--- src/rtl/pwmtrig_pkg.sv ---
`timescale 1ns/1ps
package pwmtrig_pkg;

  localparam int CTRL_ADDR = 0;
  localparam int PS_ADDR   = 1;
  localparam int CHAN_BASE = 2;

  // minimum hold time in ns converted to whole clock cycles (rounded up)
  function automatic int hold_cycles(input int min_ns, input int clk_ps);
    return (min_ns * 1000 + clk_ps - 1) / clk_ps;
  endfunction

  function automatic int period_addr(input int ch);
    return CHAN_BASE + 2 * ch;
  endfunction

  function automatic int duty_addr(input int ch);
    return CHAN_BASE + 2 * ch + 1;
  endfunction

endpackage

--- src/rtl/pwmtrig_regs.sv ---
`timescale 1ns/1ps
module pwmtrig_regs #(
  parameter int NCH    = 2,
  parameter int CNT_W  = 16,
  parameter int PS_W   = 4,
  parameter int DATA_W = 16,
  parameter int ADDR_W = 4
) (
  input  logic                       clk,
  input  logic                       rst_n,
  input  logic                       bus_wr,
  input  logic [ADDR_W-1:0]          bus_addr,
  input  logic [DATA_W-1:0]          bus_wdata,
  output logic [DATA_W-1:0]          bus_rdata,
  output logic [3*NCH-1:0]           ctrl_q,
  output logic [NCH*PS_W-1:0]        ps_q,
  output logic [NCH-1:0][CNT_W-1:0]  period_q,
  output logic [NCH-1:0][CNT_W-1:0]  duty_q
);
  import pwmtrig_pkg::*;

  localparam int CTRL_W = 3 * NCH;
  localparam int PSR_W  = NCH * PS_W;

  function automatic logic hit(input logic [ADDR_W-1:0] a, input int target);
    return a == ADDR_W'(target);
  endfunction

  always_ff @(posedge clk or negedge rst_n) begin
    if (!rst_n) begin
      ctrl_q   <= '0;
      ps_q     <= '0;
      period_q <= '0;
      duty_q   <= '0;
    end else if (bus_wr) begin
      if (hit(bus_addr, CTRL_ADDR)) ctrl_q <= bus_wdata[CTRL_W-1:0];
      if (hit(bus_addr, PS_ADDR))   ps_q   <= bus_wdata[PSR_W-1:0];
      for (int c = 0; c < NCH; c++) begin
        if (hit(bus_addr, period_addr(c))) period_q[c] <= bus_wdata[CNT_W-1:0];
        if (hit(bus_addr, duty_addr(c)))   duty_q[c]   <= bus_wdata[CNT_W-1:0];
      end
    end
  end

  always_comb begin
    bus_rdata = '0;
    if (hit(bus_addr, CTRL_ADDR)) bus_rdata[CTRL_W-1:0] = ctrl_q;
    if (hit(bus_addr, PS_ADDR))   bus_rdata[PSR_W-1:0]  = ps_q;
    for (int c = 0; c < NCH; c++) begin
      if (hit(bus_addr, period_addr(c))) bus_rdata[CNT_W-1:0] = period_q[c];
      if (hit(bus_addr, duty_addr(c)))   bus_rdata[CNT_W-1:0] = duty_q[c];
    end
  end

  // a write lands in the addressed control register on the next cycle
  assert_ctrl_write_R1: assert property (@(posedge clk) disable iff (!rst_n)
    (bus_wr && bus_addr == ADDR_W'(CTRL_ADDR)) |=> ctrl_q == $past(bus_wdata[CTRL_W-1:0]));

endmodule

--- src/rtl/pwmtrig_handshake.sv ---
`timescale 1ns/1ps
module pwmtrig_handshake #(
  parameter int HOLD_CYC = 100
) (
  input  logic clk,
  input  logic rst_n,
  input  logic trig,
  input  logic smooth,
  output logic xfer_done
);
  localparam int CW = $clog2(HOLD_CYC + 1);

  logic          trig_q;
  logic [CW-1:0] low_cnt;
  logic [CW-1:0] high_cnt;
  logic          armed;

  // named internal events
  logic          rise;
  logic          gap_ok;
  logic          short_gap;
  logic          arm_now;
  logic [CW-1:0] seen;
  logic          fire;

  assign rise      = trig & ~trig_q;
  assign gap_ok    = low_cnt >= CW'(HOLD_CYC);
  assign short_gap = rise & ~gap_ok;
  assign arm_now   = rise ? (gap_ok & ~smooth) : (armed & trig & ~smooth);
  assign seen      = rise ? CW'(1) : high_cnt + 1'b1;
  assign fire      = arm_now && (seen >= CW'(HOLD_CYC));

  always_ff @(posedge clk or negedge rst_n) begin
    if (!rst_n) begin
      trig_q    <= 1'b0;
      low_cnt   <= '0;
      high_cnt  <= '0;
      armed     <= 1'b0;
      xfer_done <= 1'b0;
    end else begin
      trig_q <= trig;
      if (!trig) low_cnt <= gap_ok ? low_cnt : low_cnt + 1'b1;
      else       low_cnt <= '0;
      armed     <= arm_now & ~fire;
      high_cnt  <= arm_now ? seen : '0;
      xfer_done <= fire;
    end
  end

  // an early rising edge never arms and never completes
  assert_short_gap_rejected_R4: assert property (@(posedge clk) disable iff (!rst_n)
    short_gap |=> (!armed && !xfer_done));

  // completion only follows a trigger sampled high with smooth clear
  assert_done_needs_trigger_R5: assert property (@(posedge clk) disable iff (!rst_n)
    xfer_done |-> $past(trig && !smooth));

  generate
    if (HOLD_CYC > 1) begin : g_hold_chk
      // the trigger was already high one cycle before the completing sample
      assert_high_time_R6: assert property (@(posedge clk) disable iff (!rst_n)
        xfer_done |-> $past(trig, 2));
    end
  endgenerate

endmodule

--- src/rtl/pwmtrig_channel.sv ---
`timescale 1ns/1ps
module pwmtrig_channel #(
  parameter int CNT_W = 16,
  parameter int PS_W  = 4
) (
  input  logic             clk,
  input  logic             rst_n,
  input  logic             load,
  input  logic [CNT_W-1:0] sh_period,
  input  logic [CNT_W-1:0] sh_duty,
  input  logic [PS_W-1:0]  sh_ps,
  input  logic             sh_pol,
  output logic             pwm_out
);
  typedef struct packed {
    logic [CNT_W-1:0] period;
    logic [CNT_W-1:0] duty;
    logic [PS_W-1:0]  ps;
    logic             pol;
  } wave_cfg_t;

  wave_cfg_t        staged, active;
  logic             pending;
  logic [PS_W-1:0]  ps_cnt;
  logic [CNT_W-1:0] cnt;

  logic tick;
  logic last;
  logic boundary;
  logic take;

  function automatic logic is_last(input logic [CNT_W-1:0] c, input logic [CNT_W-1:0] p);
    return (p == '0) || (c == p - 1'b1);
  endfunction

  function automatic logic level(input logic [CNT_W-1:0] c, input logic [CNT_W-1:0] d,
                                 input logic pol);
    return (c < d) ^ pol;
  endfunction

  assign tick     = ps_cnt == active.ps;
  assign last     = is_last(cnt, active.period);
  assign boundary = tick & last;
  assign take     = boundary & pending;

  always_ff @(posedge clk or negedge rst_n) begin
    if (!rst_n) begin
      staged  <= '0;
      active  <= '0;
      pending <= 1'b0;
      ps_cnt  <= '0;
      cnt     <= '0;
      pwm_out <= 1'b0;
    end else begin
      if (load) begin
        staged.period <= sh_period;
        staged.duty   <= sh_duty;
        staged.ps     <= sh_ps;
        staged.pol    <= sh_pol;
      end
      pending <= load | (pending & ~boundary);
      if (take) active <= staged;
      ps_cnt <= tick ? '0 : ps_cnt + 1'b1;
      if (tick) cnt <= last ? '0 : cnt + 1'b1;
      pwm_out <= level(cnt, active.duty, active.pol);
    end
  end

  // the live settings move only at a boundary with an update pending
  assert_active_at_boundary_R8: assert property (@(posedge clk) disable iff (!rst_n)
    (!$stable(active.period) || !$stable(active.duty) || !$stable(active.ps))
      |-> $past(boundary && pending));

  // polarity changes only through a staged update
  assert_pol_only_by_load_R9: assert property (@(posedge clk) disable iff (!rst_n)
    !$stable(active.pol) |-> $past(pending));

  // the period counter stays inside the active period
  assert_cnt_range_R3: assert property (@(posedge clk) disable iff (!rst_n)
    (active.period != '0) |-> (cnt < active.period));

  // zero duty yields the inactive level on the next cycle
  assert_disabled_idle_R7: assert property (@(posedge clk) disable iff (!rst_n)
    (active.duty == '0) |=> (pwm_out == $past(active.pol)));

endmodule

--- src/rtl/pwm_trig_multi.sv ---
`timescale 1ns/1ps
module pwm_trig_multi #(
  parameter int NCH           = 2,
  parameter int CNT_W         = 16,
  parameter int PS_W          = 4,
  parameter int DATA_W        = 16,
  parameter int ADDR_W        = 4,
  parameter int CLK_PERIOD_PS = 4000,
  parameter int MIN_HOLD_NS   = 400
) (
  input  logic              clk,
  input  logic              rst_n,
  input  logic              bus_wr,
  input  logic [ADDR_W-1:0] bus_addr,
  input  logic [DATA_W-1:0] bus_wdata,
  output logic [DATA_W-1:0] bus_rdata,
  output logic [NCH-1:0]    pwm_out
);
  localparam int HOLD_CYC = pwmtrig_pkg::hold_cycles(MIN_HOLD_NS, CLK_PERIOD_PS);

  logic [3*NCH-1:0]          ctrl_q;
  logic [NCH*PS_W-1:0]       ps_q;
  logic [NCH-1:0][CNT_W-1:0] period_q;
  logic [NCH-1:0][CNT_W-1:0] duty_q;
  logic [NCH-1:0]            xfer_done;

  pwmtrig_regs #(
    .NCH(NCH), .CNT_W(CNT_W), .PS_W(PS_W), .DATA_W(DATA_W), .ADDR_W(ADDR_W)
  ) u_regs (
    .clk(clk), .rst_n(rst_n), .bus_wr(bus_wr), .bus_addr(bus_addr),
    .bus_wdata(bus_wdata), .bus_rdata(bus_rdata), .ctrl_q(ctrl_q),
    .ps_q(ps_q), .period_q(period_q), .duty_q(duty_q)
  );

  generate
    for (genvar c = 0; c < NCH; c++) begin : g_ch
      pwmtrig_handshake #(.HOLD_CYC(HOLD_CYC)) u_hs (
        .clk(clk), .rst_n(rst_n),
        .trig(ctrl_q[c]), .smooth(ctrl_q[NCH + c]),
        .xfer_done(xfer_done[c])
      );

      pwmtrig_channel #(.CNT_W(CNT_W), .PS_W(PS_W)) u_chan (
        .clk(clk), .rst_n(rst_n), .load(xfer_done[c]),
        .sh_period(period_q[c]), .sh_duty(duty_q[c]),
        .sh_ps(ps_q[c*PS_W +: PS_W]), .sh_pol(ctrl_q[2*NCH + c]),
        .pwm_out(pwm_out[c])
      );
    end
  endgenerate

  // nothing is driven active straight out of reset
  assert_reset_quiet_R11: assert property (@(posedge clk) disable iff (!rst_n)
    $past(!rst_n) |-> (pwm_out == '0));

endmodule

--- config.mk ---
export PLATFORM = sky130hd
export DESIGN_NAME = pwm_trig_multi
export DESIGN_NICKNAME = d
export VERILOG_FILES = /design/src/rtl/pwmtrig_pkg.sv /design/src/rtl/pwmtrig_regs.sv /design/src/rtl/pwmtrig_handshake.sv /design/src/rtl/pwmtrig_channel.sv /design/src/rtl/pwm_trig_multi.sv
export SDC_FILE = /design/constraint.sdc
export NUM_CORES = 1
export LEC_CHECK = 0
export ABC_AREA = 1
export BUFFER_PORTS_ARGS = -buffer_cell sky130_fd_sc_hd__buf_2
export CAP_MARGIN = 10
export CORE_ASPECT_RATIO = 1.4
export CORE_UTILIZATION = 50
export CTS_CLUSTER_SIZE = 28
export DETAILED_ROUTE_END_ITERATION = 8
export PLACE_DENSITY_LB_ADDON = 0.12
export SYNTH_ARGS = -nofsm -noshare
export SYNTH_HDL_FRONTEND = slang
export SYNTH_SLANG_ARGS = --single-unit
--- constraint.sdc ---
create_clock -name clk -period 3.1 [get_ports clk]
set_input_delay 0.155 -clock clk [delete_from_list [all_inputs] [get_ports clk]]
set_output_delay 0.155 -clock clk [all_outputs]
set_load 0.1 [all_outputs]
==> results list <==
* Destination of the worst register-to-register timing path: g_ch[0].u_chan.active[4]$_DFFE_PN0P_
- Diode insertion count for antenna repair: 0
- Summed over all nets, the half-perimeter wirelength after detailed placement is roughly 27000 microns.
- Summed over all cells, the static leakage comes to 9.03 nW.
* Final Max Slew Viols: 0
* Final critical delay including setup and external delays: between 2 and 3 ns
* Share of the cycle needed by the critical path after routing: 82.5%
- Layout cell share with drive strength beyond 1: under 10%
- After synthesis, flip-flops and latches occupy 50.2% of the total area.
* Placed cells: ~2300
- Post-synthesis to final-layout area growth: 12.0%
- Via-to-Cell Ratio: between 5 and 6
- Synthesis produced a netlist with a net count of between 1500 and 2000.
- Antenna violations before repair: 0
* Vias in the first global route: around 12000
* Endpoint class of the critical path: flip-flop
* Remaining max-slew budget at the tightest pin: a little over a quarter
- Outcome: finished clean
- Tot GR Track Use: around 26%
- Dividing the detail-routed wire length by the instance count gives approximately 16 microns.
- TritonCTS clock tree: done
* Final Non-Filler Cells: around 2400
* Core area: 29900 sq um
- Worst-path clk slew: approximately 0.06 ns
- The most critical setup path has its startpoint at g_ch[0].u_chan.active[21]$_DFFE_PN0P_.
- Die height: 208 microns
- Once detail routing completed, the nets flagged for antenna violations numbered 0.
* DRC violations left: 0
- The tool flagged a number of max-cap violations equal to 0.
- The filler cells instantiated in the layout total 2823.
* Number of nets in the layout: around 2000
- Timing would allow up to 0.391 GHz.
- Die extent in x: ~150 microns
- Endpoints failing setup: 0
- Synthesis Warnings: 0
- Class of the tightest hold or removal check: input port to flip-flop
- Worst Tran Pin Value: about 1.1 ns
- Counting every instance in the synthesized netlist gives 1909.
* # IOs: roughly 40
- In this run the worst setup path terminates at g_ch[0].u_chan.active[4]$_DFFE_PN0P_.
- Area share of the largest cell type after synthesis: 50.2%
* Cell Area, Synth: 15200 sq um
- For this run, asynchronously set or reset flops after synthesis account for 100%.
* Worst-Skew Late Latency: 0.57 ns
- The final count of hold timing violations was 0.
- Largest buffer count on any clock path: 3
* Post-synth EDFFs: 0
- Pin count of the biggest net entering global routing: about 90
- Type of the worst setup path: flip-flop to flip-flop
- FF-to-FF setup slack: between 0.5 and 0.6 ns
* Startpoint types: flip-flop
- The die covers approximately 31000 sq um.
* Mean area per synthesized cell: roughly 7.9 sq um
- Total congestion overflow after global routing: 0
* Effective utilization at floorplan: between 50% and 60%
- The first global-routing pass estimated between 60000 and 70000 microns of wire.
- Start of the worst register-to-register path: g_ch[0].u_chan.active[21]$_DFFE_PN0P_
* #FFs+latches synth: 304
- Final WL: ~38000 microns
- Setup repair after global routing missed its margin: false
* Number of buffers inserted to repair setup after CTS: 0
- Largest fanout of any net on the critical path: 37
- The cell sitting at the root of the clock tree is a sky130_fd_sc_hd__clkbuf_16.
- The most used flip-flop cell after synthesis is sky130_fd_sc_hd__dfrtp_1.
* WP data required: between 3 and 4 ns
- Cell Rows: between 70 and 80
* Clock sink count: around 300
- Input and output buffers added on the ports amount to 40.
- Counting cells, the worst reg-to-reg path comes to 15.
- sky130_fd_sc_hd__dfrtp_1 takes more of the synthesized area than any other cell.
- Initial drt markers: between 700 and 800
- IR analysis of the VDD net gives a maximum drop of about 0.48 mV.
- Buffers inserted during clock tree synthesis total 31.
- By area the synthesized netlist is led by sky130_fd_sc_hd__dfrtp_1 (50%), sky130_fd_sc_hd__nand2_1 (19%), sky130_fd_sc_hd__nand4_1 (4.0%).
* Worst Hold Launch: bus_wr
* Post-synthesis cell type count: 36
* H-tree lvl count: 1
- The pre-antenna-repair detailed-routing pass consisted of 5 iterations.
* Total vias in the final route: approximately 13000
- On the final layout, the worst clock skew is 0.0100 ns.
- Once the clock tree was built, the resizer swapped 0 gates to a different size.
- Final-layout setup total negative slack: 0 ns
- Data arrives at the worst endpoint at around 3.0 ns.
- RD Place Congestion: between 0.9 and 1
* Total power per unit cell area: 536 nW/um^2
## state kept, by name, indices dropped and copies added (netlist names)
name	cells
g_ch.u_hs.trig_q	2
g_ch.u_hs.armed	2
g_ch.u_chan.active	74
g_ch.u_chan.ps_cnt	8
u_regs.period_q	32
g_ch.u_hs.low_cnt	14
g_ch.u_chan.cnt	32
g_ch.u_hs.high_cnt	14
u_regs.ctrl_q	6
g_ch.u_hs.xfer_done	2
g_ch.u_chan.staged	74
u_regs.ps_q	8
g_ch.u_chan.pwm_out	2
g_ch.u_chan.pending	2
u_regs.duty_q	32
## layout by cell type, fill, tap and decap left out, types with 3 or more instances in the layout
master	n
sky130_fd_sc_hd__clkinv_4	3
sky130_fd_sc_hd__nor2_1	128
sky130_fd_sc_hd__buf_4	18
sky130_fd_sc_hd__ha_1	42
sky130_fd_sc_hd__xnor2_1	22
sky130_fd_sc_hd__nand3_1	65
sky130_fd_sc_hd__nor2_4	3
sky130_fd_sc_hd__clkinv_2	6
sky130_fd_sc_hd__clkinvlp_4	4
sky130_fd_sc_hd__clkinv_1	6
sky130_fd_sc_hd__or2_2	3
sky130_fd_sc_hd__a41oi_1	3
sky130_fd_sc_hd__nand3b_1	9
sky130_fd_sc_hd__bufinv_16	3
sky130_fd_sc_hd__dlygate4sd3_1	17
sky130_fd_sc_hd__xor2_1	54
sky130_fd_sc_hd__nor2_2	4
sky130_fd_sc_hd__clkbuf_1	5
sky130_fd_sc_hd__nor4_1	6
sky130_fd_sc_hd__clkbuf_8	4
sky130_fd_sc_hd__and3_1	3
sky130_fd_sc_hd__nand4_1	97
sky130_fd_sc_hd__buf_2	39
sky130_fd_sc_hd__inv_2	4
sky130_fd_sc_hd__dfrtp_1	304
sky130_fd_sc_hd__a21oi_1	43
sky130_fd_sc_hd__nand2_1	761
sky130_fd_sc_hd__o21ai_0	110
sky130_fd_sc_hd__inv_1	133
sky130_fd_sc_hd__a221oi_1	3
sky130_fd_sc_hd__buf_12	5
sky130_fd_sc_hd__nand2_2	4
sky130_fd_sc_hd__nor3_1	14
sky130_fd_sc_hd__clkbuf_16	31
## through the flow
| step | hold WS (ns) | total power, mW | area [sq um] | worst slack [ns] | utilization [%] |
|---|---|---|---|---|---|
| floorplan | -0.141 | 5.01 | 15200 | 0.266 | - |
| global placement | 0.225 | 5.34 | 15700 | 0.602 | 52.6 |
| detailed placement | 0.230 | 5.37 | 15700 | 0.513 | 52.6 |
| CTS | 0.128 | 9.20 | 16900 | 0.508 | 56.6 |
| global route | 0.180 | 9.49 | 17000 | 0.209 | 56.7 |
| finish | 0.170 | 9.10 | 17000 | 0.542 | 56.7 |
## synthesized netlist by cell type (4+ instances only)
cell and instances:
sky130_fd_sc_hd__nand2_1 761, sky130_fd_sc_hd__dfrtp_1 304, sky130_fd_sc_hd__inv_1 133, sky130_fd_sc_hd__nor2_1 128
sky130_fd_sc_hd__o21ai_0 110, sky130_fd_sc_hd__nand4_1 97, sky130_fd_sc_hd__nand3_1 65, sky130_fd_sc_hd__xor2_1 54
sky130_fd_sc_hd__clkbuf_1 50, sky130_fd_sc_hd__a21oi_1 43, sky130_fd_sc_hd__ha_1 42, sky130_fd_sc_hd__xnor2_1 22
sky130_fd_sc_hd__buf_2 14, sky130_fd_sc_hd__nor3_1 14, sky130_fd_sc_hd__nand3b_1 9, sky130_fd_sc_hd__buf_1 7
sky130_fd_sc_hd__clkinv_1 6, sky130_fd_sc_hd__nor4_1 6, sky130_fd_sc_hd__buf_6 4, sky130_fd_sc_hd__inv_2 4
sky130_fd_sc_hd__nand2_2 4, sky130_fd_sc_hd__nor2_2 4
## power by group
group          internal (mW)  switching (mW)
Combinational          0.232           0.531
Clock                   2.19            1.59
Sequential              4.25           0.302
Total                   6.67            2.42
## final cells by class
class / instances / area [sq um] / area share (%)
sequential: 304 / 7610 / 44.8
inverter: 143 / 537 / 3.16
clock buffer: 40 / 850 / 5.00
clock inverter: 17 / 185 / 1.09
multi-input combinational: 1385 / 6670 / 39.3
tap: 385 / 482 / 2.84
timing repair buffer: 81 / 643 / 3.79
## worst min path at each step
stage | slack, ns | to | depth (start not counted)
final | 0.17 | u_regs.period_q[20]$_DFFE_PN0P_ | 4
after global routing | 0.18 | u_regs.period_q[20]$_DFFE_PN0P_ | 4
after CTS | 0.13 | u_regs.duty_q[20]$_DFFE_PN0P_ | 4
after detailed placement | 0.23 | g_ch[0].u_chan.cnt[10]$_DFFE_PN0N_ | 1
after global placement | 0.23 | g_ch[0].u_chan.cnt[13]$_DFFE_PN0N_ | 1
after floorplan | -0.14 | g_ch[0].u_chan.active[0]$_DFFE_PN0P_ | 0
## per-layer routing
layer	global-route usage (%)	up-vias	part of all wire [%]
li1	-	6204	-
met1	35.7	6039	44
met5	0	-	0
met4	7.49	0	2.4
met2	42.1	293	49
met3	2.87	67	4.2
## kinds of logic (layout without fill, tap and decap cells)
family          count (synthesis)  count (layout)  share of synthesized area (%)
fa+ha+maj                      42              42                           3.47
buf+inv                       220             281                           5.81
xor+xnor                       76              76                           4.39
simple gates                 1099            1099                           30.3
flops                         304             304                           50.2
compound gates                168             168                           5.80
## worst max-delay path: stages, from the launching register on
cell	delay, ns
sky130_fd_sc_hd__dfrtp_1	0.41
sky130_fd_sc_hd__inv_2	0.08
sky130_fd_sc_hd__ha_1	0.24
sky130_fd_sc_hd__nand2_2	0.12
sky130_fd_sc_hd__nor2_4	0.17
sky130_fd_sc_hd__nand3_1	0.09
sky130_fd_sc_hd__nand2_1	0.08
sky130_fd_sc_hd__inv_1	0.04
sky130_fd_sc_hd__nor2_1	0.07
sky130_fd_sc_hd__nand2_1	0.05
sky130_fd_sc_hd__nor2_1	0.10
sky130_fd_sc_hd__nand2_1	0.07
sky130_fd_sc_hd__nand2_2	0.26
sky130_fd_sc_hd__nand3_4	0.41
sky130_fd_sc_hd__nand2_1	0.18
sky130_fd_sc_hd__nand2_1	0.07
## timing repair
item,4_1_cts,5_1_grt
setup endpoints to repair,0,0
hold buffers,17,0
hold endpoints to repair,159,0
Note: power is estimated with default switching activity, not from simulation.
